===== src/rtl/adc_bus_fmt.sv =====
module adc_bus_fmt #(
  parameter int W          = 8,
  parameter int PIPE_DEPTH = 5
) (
  input  logic         clk,
  input  logic         rst_n,
  input  logic         bus_mode,
  input  logic         out_off,
  input  logic         standby,
  input  logic [W-1:0] word_in,
  input  logic         word_is_q,
  output logic [W-1:0] a_data,
  output logic         a_tag,
  output logic         a_drive,
  output logic [W-1:0] b_data,
  output logic         b_tag,
  output logic         b_drive,
  output logic         lclk,
  output logic         lclk_n
);
  localparam int LAST = PIPE_DEPTH - 1;

  logic [W:0]          pw [PIPE_DEPTH];
  logic [PIPE_DEPTH-1:0] pv;
  logic [W-1:0]        held_w;
  logic                held_ok;

  wire         emerge   = pv[LAST] && !standby;
  wire         emerge_q = pw[LAST][W];
  wire [W-1:0] emerge_w = pw[LAST][W-1:0];

  always_ff @(posedge clk or negedge rst_n)
    if (!rst_n)       pv <= '0;
    else if (standby) pv <= '0;
    else              pv <= {pv[PIPE_DEPTH-2:0], 1'b1};

  always_ff @(posedge clk)
    if (!standby) begin
      pw[0] <= {word_is_q, word_in};
      for (int i = 1; i < PIPE_DEPTH; i++) pw[i] <= pw[i-1];
    end

  always_ff @(posedge clk or negedge rst_n)
    if (!rst_n)        lclk <= 1'b0;
    else if (!standby) lclk <= !lclk;

  always_ff @(posedge clk or negedge rst_n)
    if (!rst_n) begin
      held_w  <= '0;
      held_ok <= 1'b0;
    end else if (standby || bus_mode) begin
      held_ok <= 1'b0;
    end else if (emerge) begin
      if (!emerge_q) begin
        held_w  <= emerge_w;
        held_ok <= 1'b1;
      end else begin
        held_ok <= 1'b0;
      end
    end

  always_ff @(posedge clk or negedge rst_n)
    if (!rst_n) begin
      a_data <= '0;
      a_tag  <= 1'b0;
      b_data <= '0;
      b_tag  <= 1'b0;
    end else if (emerge) begin
      if (bus_mode) begin
        a_data <= emerge_w;
        a_tag  <= emerge_q;
      end else if (emerge_q && held_ok) begin
        a_data <= held_w;
        a_tag  <= 1'b0;
        b_data <= emerge_w;
        b_tag  <= 1'b1;
      end
    end

  assign lclk_n  = !lclk;
  assign a_drive = !out_off;
  assign b_drive = !out_off && !bus_mode;

  assert_lclk_R2: assert property (@(posedge clk) disable iff (!rst_n)
    !standby |=> lclk != $past(lclk));

  assert_single_R3: assert property (@(posedge clk) disable iff (!rst_n)
    (bus_mode && emerge) |=> (a_data == $past(emerge_w) && a_tag == $past(emerge_q)));

  assert_pair_R4: assert property (@(posedge clk) disable iff (!rst_n)
    (!bus_mode && emerge && emerge_q && held_ok) |=>
      (a_data == $past(held_w) && b_data == $past(emerge_w) && !a_tag && b_tag));

  assert_unpaired_R5: assert property (@(posedge clk) disable iff (!rst_n)
    (!bus_mode && emerge && emerge_q && !held_ok) |=> ($stable(a_data) && $stable(b_data)));

  assert_hold_R8: assert property (@(posedge clk) disable iff (!rst_n)
    standby |=> ($stable(a_data) && $stable(b_data) && $stable(lclk)));

  assert_flush_R9: assert property (@(posedge clk) disable iff (!rst_n)
    standby |=> $countones(pv) == 0);
endmodule


===== config.mk =====
export PLATFORM = sky130hd
export DESIGN_NAME = adc_bus_fmt
export DESIGN_NICKNAME = d
export VERILOG_FILES = /design/src/rtl/adc_bus_fmt.sv
export SDC_FILE = /design/constraint.sdc
export NUM_CORES = 1
export LEC_CHECK = 0
export ABC_CLOCK_PERIOD_IN_PS = 2600
export BUFFER_PORTS_ARGS = -buffer_cell sky130_fd_sc_hd__clkbuf_2
export CAP_MARGIN = 10
export CORE_ASPECT_RATIO = 1.75
export CORE_MARGIN = 3
export CORE_UTILIZATION = 30
export CTS_BUF_LIST = sky130_fd_sc_hd__clkbuf_8
export DETAILED_ROUTE_END_ITERATION = 6
export GPL_ROUTABILITY_DRIVEN = 0
export PLACE_DENSITY = 0.57
export SLEW_MARGIN = 20
export SYNTH_ARGS = -nofsm -noshare
export SYNTH_HDL_FRONTEND = slang
export SYNTH_SLANG_ARGS = --single-unit

===== constraint.sdc =====
create_clock -name clk -period 2.6 [get_ports clk]
set_input_delay 0.39 -clock clk [delete_from_list [all_inputs] [get_ports clk]]
set_output_delay 0.39 -clock clk [all_outputs]
set_load 0.02 [all_outputs]

==> flow_metrics.tcl, run 1 <==
set metrics [dict create \
    outcome "complete, no violations" \
    grt_util_all_layers 0.0772 \
    layout-drive-gt1-share 0.468 \
    core_area_sq_um 8780 \
    dp_slack_ps 913 \
    worst_r2r_startpoint "pw[0][44]" \
    dr.pass1.iters 4 \
    dieWidth_microns 78.0 \
    mostFrequentLayoutCell "edfxtp_1" \
    yosysWarnings 0 \
    post-cts-setup-buffers 0 \
    cts-hold-fix-buffers 0 \
    drtIter0Drc 60 \
    grt-ovfl-total 0 \
    placed_area_sq_um 3050 \
    ir_drop_mv 0.311 \
    grt_pass1_vias 1245 \
    synth_largest_area_cell "edfxtp_1" \
    totalWireLength_microns 3490 \
    cap_viol_max_count 0 \
    start_util 0.310 \
    crit_required_ps 2830 \
    setup-tns-final_ps 0 \
    cp-start-kind "flop" \
    p_total_mw 2.35 \
    stdcell_area_sq_um 3220 \
    detail_route.vias_per_cell 4.07 \
    top_usage_layer "met2" \
    cts_resized 0 \
    synthTopCellsByArea "edfxtp_1 (50%), dfrtp_1 (30%), mux2_2 (13%), nor2b_1 (1.1%), nor3_4 (0.60%)" \
    synth_nets 150 \
    cp-end-kind "flop" \
    whs_ps 122 \
    max_clock_freq_mhz 644 \
    tightest_slew_ps 790 \
    area_growth_pct 18.1 \
    rsz0062_at_grt "false" \
    setup_viol 0 \
    insertion_delay_ps 340 \
    power_density_nw_per_um2 729 \
    path_class "flop to flop" \
    root_buffer "clkbuf_8" \
    syn_inst 136 \
    synth_area_sq_um 2730 \
    post-route-drc-count 0 \
    grtUsageMet1 0.0823 \
    min_path_type "primary input to async pin" \
    finClkSkew_ps 7.68 \
    final_antenna_net_count 0 \
    report.final.hold_viol_count 0 \
    die_area_sq_um 10300 \
    reg2reg_setup_slack_ps 1050 \
    cts_buffer_depth 2 \
    antenna_found_initial 0 \
    layout.nets 195 \
    worst_slack_ps 1050 \
    cts_sinks 78 \
    use_met3 0.0404 \
    cts_tree "yes" \
    worstPathMaxFanout 8 \
    vias 1234 \
    utilization 0.367 \
    io_pins 36 \
    drv_slew 0 \
    arrival_ps 1780 \
    path_clk_slew_ps 70 \
    r2r_cells 3 \
    ys_seq_elements 78 \
    avgRoutedWirePerCell_microns 11.5 \
    instances_no_fill 303 \
    use_met2 0.117 \
    synth_top_area_frac 0.496 \
    yosysSeqAreaShare 0.799 \
    port_buffers 35 \
    htree_num_levels 3 \
    period_share 0.598 \
    cellLeakagePower_nw 1.39 \
    mostFrequentLayoutCells "edfxtp_1 (45), clkbuf_2 (35), dfrtp_1 (33)" \
    syn_area_per_cell_sq_um 20.0 \
    cts_buffers 9 \
    slew-limit-headroom 0.473 \
    r2r_end "held_w[7]" \
    placed_cells 287 \
    rows 45 \
    grt_max_degree 34 \
    dieHeight_microns 132 \
    synthDistinctLibCells 21 \
    antenna_cells 0 \
    period_minus_slack_ps 1550 \
    grt_pass1_wl_microns 5890 \
]
==> how the worst max path moves through the flow <==
stage / endpoint / depth (start not counted) / from
floorplan: pw[0][0] / 2 / standby
global placement: held_w[7] / 3 / bus_mode
detailed placement: held_w[7] / 3 / bus_mode
CTS: held_w[7] / 3 / pw[0][44]
global route: held_w[7] / 3 / pw[0][44]
finish: held_w[7] / 3 / pw[0][44]
==> synth_stat cells <==
master     n
nor2_1     1
a21boi_0   1
nor2b_1    5
dfrtp_1   33
nand2b_2   1
edfxtp_1  45
nand4_2    1
inv_1      3
nor2_2     1
nand2_1    2
a22oi_1    1
nor3_4     1
buf_6      1
nor2_4     1
o21ai_0    1
xnor2_1    1
a21oi_1    1
mux2_2    32
buf_4      1
nand2b_1   2
nand2b_4   1
==> routing by layer <==
metal	vias to the layer above	wire, microns
li1	586	-
met1	604	1390
met2	37	1790
met3	7	234
met4	0	73
met5	-	0
==> state kept, by name (all words and copies together), names as in the netlist <==
register and flops:
held_ok 1, held_w 8, a_tag 1, b_data 8, pw 45, b_tag 1
pv 5, lclk 1, a_data 8
==> cells by family after synthesis <==
kind of cell	after synthesis	synth area share
AOI/OAI and AO/OA	4	0.00918
and+or+nand+nor	16	0.0455
xor gates and xnor gates	1	0.00321
DFF	78	0.799
buffers and inverters	5	0.0110
muxes	32	0.132
==> critical path, cell delays in order, from the launching register on <==
cell	delay, ps
edfxtp_1	460
nand2b_2	240
nor3_4	350
mux2_2	390
==> power by group <==
part / internal [mW] / total (mW) / switching [mW] / leakage [nW]
Combinational: 0.0632 / 0.154 / 0.0912 / 0.399
Clock: 0.384 / 0.767 / 0.383 / 0.104
Sequential: 1.40 / 1.43 / 0.0299 / 0.885
Total: 1.84 / 2.35 / 0.504 / 1.39
==> final cells by class <==
cell class | count | area [sq um]
multi-input cells | 53 | 518
clock inverters | 5 | 20.0
clock buffers | 11 | 151
fillers | 856 | 5560
inverters | 3 | 11.3
repair buffers | 36 | 195
well taps | 117 | 146
flip-flops and latches | 78 | 2180
Power figures use the tool's default switching activity.
==> inputs of run 2 (changes only) <==
--- a/config.mk
+++ b/config.mk
@@ -5,7 +5,7 @@
 export SDC_FILE = /design/constraint.sdc
 export NUM_CORES = 1
 export LEC_CHECK = 0
-export ABC_CLOCK_PERIOD_IN_PS = 2600
+export ABC_CLOCK_PERIOD_IN_PS = 1600
 export BUFFER_PORTS_ARGS = -buffer_cell sky130_fd_sc_hd__clkbuf_2
 export CAP_MARGIN = 10
 export CORE_ASPECT_RATIO = 1.75
==> constraint.sdc (replaced) <==
create_clock -name clk -period 1.6 [get_ports clk]
set_input_delay 0.24 -clock clk [delete_from_list [all_inputs] [get_ports clk]]
set_output_delay 0.24 -clock clk [all_outputs]
set_load 0.02 [all_outputs]
==> run 2 against run 1 <==
  * Total power rose by 75%
  * Wire length rose by 10%
  * Via count up 2.7%
  * Critical endpoint is now held_w[2]
  * Critical path type unchanged
  * Largest cell class unchanged
==> flow_metrics.tcl, run 2 (same netlist as run 1, synthesis figures left out) <==
set metrics [dict create \
    outcome "complete, no violations" \
    finClkSkew_ps 8.34 \
    instances_no_fill 311 \
    dieHeight_microns 132 \
    arrival_ps 1620 \
    clockPowerShare 0.369 \
    min_path_type "primary input to flop" \
    tightest_slew_ps 435 \
    layout.nets 203 \
    slew-limit-headroom 0.710 \
    dieWidth_microns 78.0 \
    layout-drive-gt1-share 0.490 \
    final_antenna_net_count 0 \
    cts-hold-fix-buffers 1 \
    grt_pass1_wl_microns 6250 \
    dp_hpwl_microns 2550 \
    power_density_nw_per_um2 1240 \
    grt_pass1_vias 1245 \
    report.final.hold_viol_count 0 \
    cellLeakagePower_nw 1.43 \
    core_area_sq_um 8780 \
    cpPeakStageDelay_ps 390 \
    grt_util_all_layers 0.0823 \
    worst-path-buf-inv 1 \
    cp-end-kind "flop" \
    p_total_mw 4.10 \
    post-route-drc-count 0 \
    mostFrequentLayoutCells "edfxtp_1 (45), clkbuf_2 (35), dfrtp_1 (33)" \
    antenna_cells 0 \
    switching_power_mw 0.861 \
    worst_slack_ps 201 \
    cts_resized 0 \
    port_buffers 35 \
    drv_slew 0 \
    io_pins 36 \
    mostFrequentLayoutCell "edfxtp_1" \
    cts_tree "yes" \
    crit_family "flip-flops" \
    area_growth_pct 21.8 \
    crit_path_top_delay_cell "edfxtp_1" \
    root_buffer "clkbuf_8" \
    insertion_delay_ps 340 \
    rsz0062_at_grt "false" \
    rows 45 \
    swShare 0.210 \
    period_share 0.875 \
    dp_slack_ps 195 \
    worstPathMaxFanout 8 \
    regMostFlops "pw" \
    antenna_found_initial 0 \
    cap_viol_max_count 0 \
    cts_buffer_depth 2 \
    start_util 0.310 \
    dr.pass1.iters 4 \
    drtIter0Drc 35 \
    totalWireLength_microns 3840 \
    avgRoutedWirePerCell_microns 12.3 \
    crit_required_ps 1820 \
    period_minus_slack_ps 1400 \
    worstPathCellList "nand2b_2 > nor3_4 > buf_4 > mux2_2" \
    largest_reg_flops 45 \
    placed_cells 294 \
    setup_viol 0 \
    path_clk_slew_ps 70 \
    combPwrFrac 0.065 \
    cell_internal_pwr_mw 3.24 \
    cts_sinks 78 \
    vias 1267 \
    seqPwrFrac 0.566 \
    die_area_sq_um 10300 \
    htree_num_levels 3 \
    post-cts-setup-buffers 0 \
    grt_max_degree 34 \
    setup-tns-final_ps 0 \
    utilization 0.378 \
    ir_drop_mv 0.590 \
    cp-start-kind "flop" \
    detail_route.vias_per_cell 4.07 \
    grt-ovfl-total 0 \
    path_class "flop to flop" \
    cts_buffers 9 \
    max_clock_freq_mhz 715 \
]
[run 2: changes by cell type in the layout (fill, tap and decap cells not counted), sizes merged]
cell / change
clkbuf: -2
clkinvlp: +1
clkinv: +2
bufinv: +2
buf: +7
inv: -3
dlygate4sd3: +1
[run 2: layout make-up]
class / instances / area, sq um
clock buffer: 9 / 124
sequential: 78 / 2180
timing repair buffer: 44 / 258
fill: 855 / 5460
multi-input combinational: 53 / 518
tap: 117 / 146
clock inverter: 7 / 81.3
inverter: 3 / 15.0
[run 2: per-stage QoR]
step / hold slack, ps / instance area (sq um)
5_1_grt: 47.7 / 3320
2_1_floorplan: -55.6 / 2730
6_report: 75.7 / 3320
3_5_place_dp: 295 / 3100
3_3_place_gp: 295 / 3100
4_1_cts: 50.1 / 3320
[run 2: worst register-to-register path, cell delays in order (launching register included)]
cell and delay (ps):
edfxtp_1 390, nand2b_2 220, nor3_4 120, buf_4 200, mux2_2 350
[run 2: metal layers]
layer  global-route usage  vias to the layer above  wire (microns)  part of all wire
li1                     -                      606               -                 -
met1               0.0917                      616            1520              0.40
met2                0.128                       33            2000              0.52
met3               0.0219                       12             166             0.043
met4               0.0710                        0             153             0.040
met5                    0                        -               0                 0
[run 2: worst paths after layout]
| check | start | endpoint | slack (ps) | cells after the start |
|---|---|---|---|---|
| worst max register to register | pw[0][44] | held_w[2] | 200 | 4 |
| max in group asynchronous | rst_n | a_data[5] | 820 | 3 |
| worst min register to register | pw[0][27] | pw[0][36] | 420 | 0 |
| worst min-delay path | word_in[5] | pw[0][5] | 80 | 1 |
| min in group asynchronous | rst_n | held_ok | 460 | 3 |
| worst max-delay path | pw[0][44] | held_w[2] | 200 | 4 |
[run 2: power groups by stage]
stage	Combinational, mW	Clock, mW	Sequential, mW
finish	0.268	1.51	2.32
detailed placement	0.273	0	2.36
global route	0.294	1.67	2.33
global placement	0.272	0	2.36
floorplan	0.122	0	2.39
CTS	0.276	1.58	2.32
==> inputs of run 3 (changes only) <==
--- a/config.mk
+++ b/config.mk
@@ -5,6 +5,7 @@
 export SDC_FILE = /design/constraint.sdc
 export NUM_CORES = 1
 export LEC_CHECK = 0
+export ABC_AREA = 1
 export ABC_CLOCK_PERIOD_IN_PS = 1600
 export BUFFER_PORTS_ARGS = -buffer_cell sky130_fd_sc_hd__clkbuf_2
 export CAP_MARGIN = 10
@@ -13,7 +14,6 @@
 export CORE_UTILIZATION = 30
 export CTS_BUF_LIST = sky130_fd_sc_hd__clkbuf_8
 export DETAILED_ROUTE_END_ITERATION = 6
-export GPL_ROUTABILITY_DRIVEN = 0
 export PLACE_DENSITY = 0.57
 export SLEW_MARGIN = 20
 export SYNTH_ARGS = -nofsm -noshare
==> run 3 against run 2 <==
  * Hold slack lost 16 ps
  * Via count grew 28%
  * Cell area up 1.3%
  * Combinational power increased by 11%
  * Area after synthesis is 2.5% higher
  * Cell count is 23% higher
  * Sequential power is essentially flat
  * First-iteration DRC count is 77% higher
  * Maximum frequency rose by 13%
  * Critical path type unchanged
  * Largest cell class unchanged
  * Largest power group unchanged
==> flow_metrics.tcl, run 3 <==
set metrics [dict create \
    place_congestion 0.830 \
    rsz0062_at_grt "false" \
    start_util 0.307 \
    grt-ovfl-total 0 \
    worst_r2r_startpoint "pv[4]" \
    whs_ps 60.1 \
    path_clk_slew_ps 80 \
    largest_reg_flops 45 \
    vias 1618 \
    post-cts-setup-buffers 0 \
    worstPathCellList "inv_1 > nor2_4 > nand3_2 > nand2_1 > nand2_1" \
    ys_seq_elements 78 \
    dieWidth_microns 79.0 \
    synth_nets 225 \
    cell_internal_pwr_mw 3.42 \
    setup-tns-final_ps 0 \
    detail_route.vias_per_cell 4.25 \
    area_growth_pct 20.4 \
    hold_path_startpoint "word_in[4]" \
    syn_inst 211 \
    tightest_slew_ps 424 \
    worstPathMaxFanout 11 \
    cts_resized 0 \
    cts-hold-fix-buffers 1 \
    synthTopCellsByArea "edfxtp_1 (48%), dfrtp_1 (30%), nand2_1 (10%), nand3_1 (4.7%), nor2_4 (1.6%)" \
    combPwrFrac 0.068 \
    synth_area_sq_um 2790 \
    seqPwrFrac 0.534 \
    dieHeight_microns 134 \
    drv_slew 0 \
    grt_pass1_wl_microns 7470 \
    crit_required_ps 1840 \
    cpPeakStageDelay_ps 360 \
    dr.pass1.iters 4 \
    layout-drive-gt1-share 0.245 \
    reg2reg_setup_slack_ps 360 \
    insertion_delay_ps 350 \
    cp-startpoint "pv[4]" \
    power_density_nw_per_um2 1310 \
    post-route-drc-count 0 \
    ir_drop_mv 0.752 \
    synth_ff_type "edfxtp_1" \
    crit_family "simple AND/OR/NAND/NOR gates" \
    max_clock_freq_mhz 806 \
    cap_viol_max_count 0 \
    antenna_cells 0 \
    cp.depth 5 \
    yosysSeqAreaShare 0.779 \
    syn_area_per_cell_sq_um 13.2 \
    io_pins 36 \
    period_share 0.776 \
    cts_tree "yes" \
    r2r_cells 5 \
    synth_top_area_frac 0.484 \
    totalWireLength_microns 4500 \
    setup_viol 0 \
    grt_pass1_vias 1660 \
    mostFrequentLayoutCell "nand2_1" \
    period_minus_slack_ps 1240 \
    switching_power_mw 0.976 \
    crit_path_top_delay_cell "dfrtp_1" \
    synth-async-reset-ratio 0.423 \
    cp-start-kind "flop" \
    path_class "flop to flop" \
    worst-path-buf-inv 1 \
    final_antenna_net_count 0 \
    cts_buffer_depth 2 \
    cts_sinks 78 \
    arrival_ps 1480 \
    grt_max_degree 47 \
    antenna_found_initial 0 \
    clockPowerShare 0.398 \
    rows 46 \
    dp_hpwl_microns 3010 \
    slew-limit-headroom 0.718 \
    port_buffers 35 \
    r2r_end "b_data[6]" \
    outcome "complete, no violations" \
    regMostFlops "pw" \
    swShare 0.222 \
    cellLeakagePower_nw 1.54 \
    drtIter0Drc 62 \
    synth-edff-count 45 \
    cp-end-kind "flop" \
    crit_end "b_data[6]" \
    report.final.hold_viol_count 0 \
    synth_common_cells "nand2_1 (77), edfxtp_1 (45), dfrtp_1 (33)" \
    min_path_type "primary input to flop" \
    layout.nets 270 \
    synth_largest_area_cell "edfxtp_1" \
    cpMostUsedCell "nand2_1" \
    avgRoutedWirePerCell_microns 11.8 \
    mostFrequentLayoutCells "nand2_1 (77), edfxtp_1 (45), clkbuf_2 (35)" \
    finClkSkew_ps 7.47 \
    yosysMostFrequentCell "nand2_1" \
    yosysWarnings 0 \
    core_area_sq_um 9090 \
    die_area_sq_um 10600 \
    htree_num_levels 3 \
    grt_util_all_layers 0.0953 \
    synthDistinctLibCells 14 \
    cts_buffers 9 \
    root_buffer "clkbuf_8" \
]
## run 3: cell count changes in the layout (fill, tap and decap cells not counted), sizes merged, moves of 5 or more
| cell | previous run | this run |
|---|---|---|
| inv | 4 | 12 |
| nand2 | 2 | 81 |
| buf | 8 | 2 |
| nor2 | 3 | 9 |
| nor2b | 5 | 0 |
| nand3 | 0 | 27 |
| mux2 | 32 | 0 |
## run 3: worst reg2reg max path: stages, from the launching register on
cell and delay (ps):
dfrtp_1 360, inv_1 120, nor2_4 270, nand3_2 220
nand2_1 110, nand2_1 50
## run 3: routing by layer
| layer | part of all wire | track usage | wire, microns |
|---|---|---|---|
| met5 | 0 | 0 | 0 |
| met4 | 0.039 | 0.0736 | 174 |
| met1 | 0.37 | 0.0891 | 1680 |
| met3 | 0.062 | 0.0392 | 281 |
| met2 | 0.52 | 0.161 | 2360 |
## run 3: worst min-delay path by stage
stage	cells after the start	to
2_1_floorplan	0	a_data[0]
3_3_place_gp	2	b_tag
3_5_place_dp	2	b_tag
4_1_cts	1	pw[0][4]
5_1_grt	1	pw[0][3]
6_report	1	pw[0][4]
## run 3: final cells by class
| cell class | count | area, sq um |
|---|---|---|
| Fill cell | 919 | 5730 |
| Sequential cell | 78 | 2180 |
| Multi-Input combinational cell | 118 | 537 |
| Timing Repair Buffer | 38 | 213 |
| Tap cell | 120 | 150 |
| Clock buffer | 9 | 124 |
| Clock inverter | 7 | 121 |
| Inverter | 11 | 41.3 |
## run 3: cells by family (layout without fill, tap and decap cells)
kind of cell / after synthesis / count (layout) / synth area share
xor gates and xnor gates: 1 / 1 / 0.00314
DFF: 78 / 78 / 0.779
buffers and inverters: 15 / 65 / 0.0287
and+or+nand+nor: 117 / 117 / 0.189
## run 3: per-stage QoR
step	power [mW]	area (sq um)	utilization	worst slack [ps]	std cells
after floorplan	2.56	2790	-	136	211
after global placement	2.68	3110	0.342	339	364
after detailed placement	2.70	3110	0.342	313	364
after CTS	4.47	3360	0.370	338	381
after global routing	4.60	3360	0.370	210	381
final	4.40	3360	0.370	359	381
## run 3: power groups by stage
stage,clock network (mW),logic [mW],registers [mW]
after floorplan,0,0.138,2.43
after CTS,1.82,0.306,2.35
final,1.75,0.297,2.35
after global routing,1.90,0.329,2.36
after detailed placement,0,0.302,2.40
after global placement,0,0.297,2.39
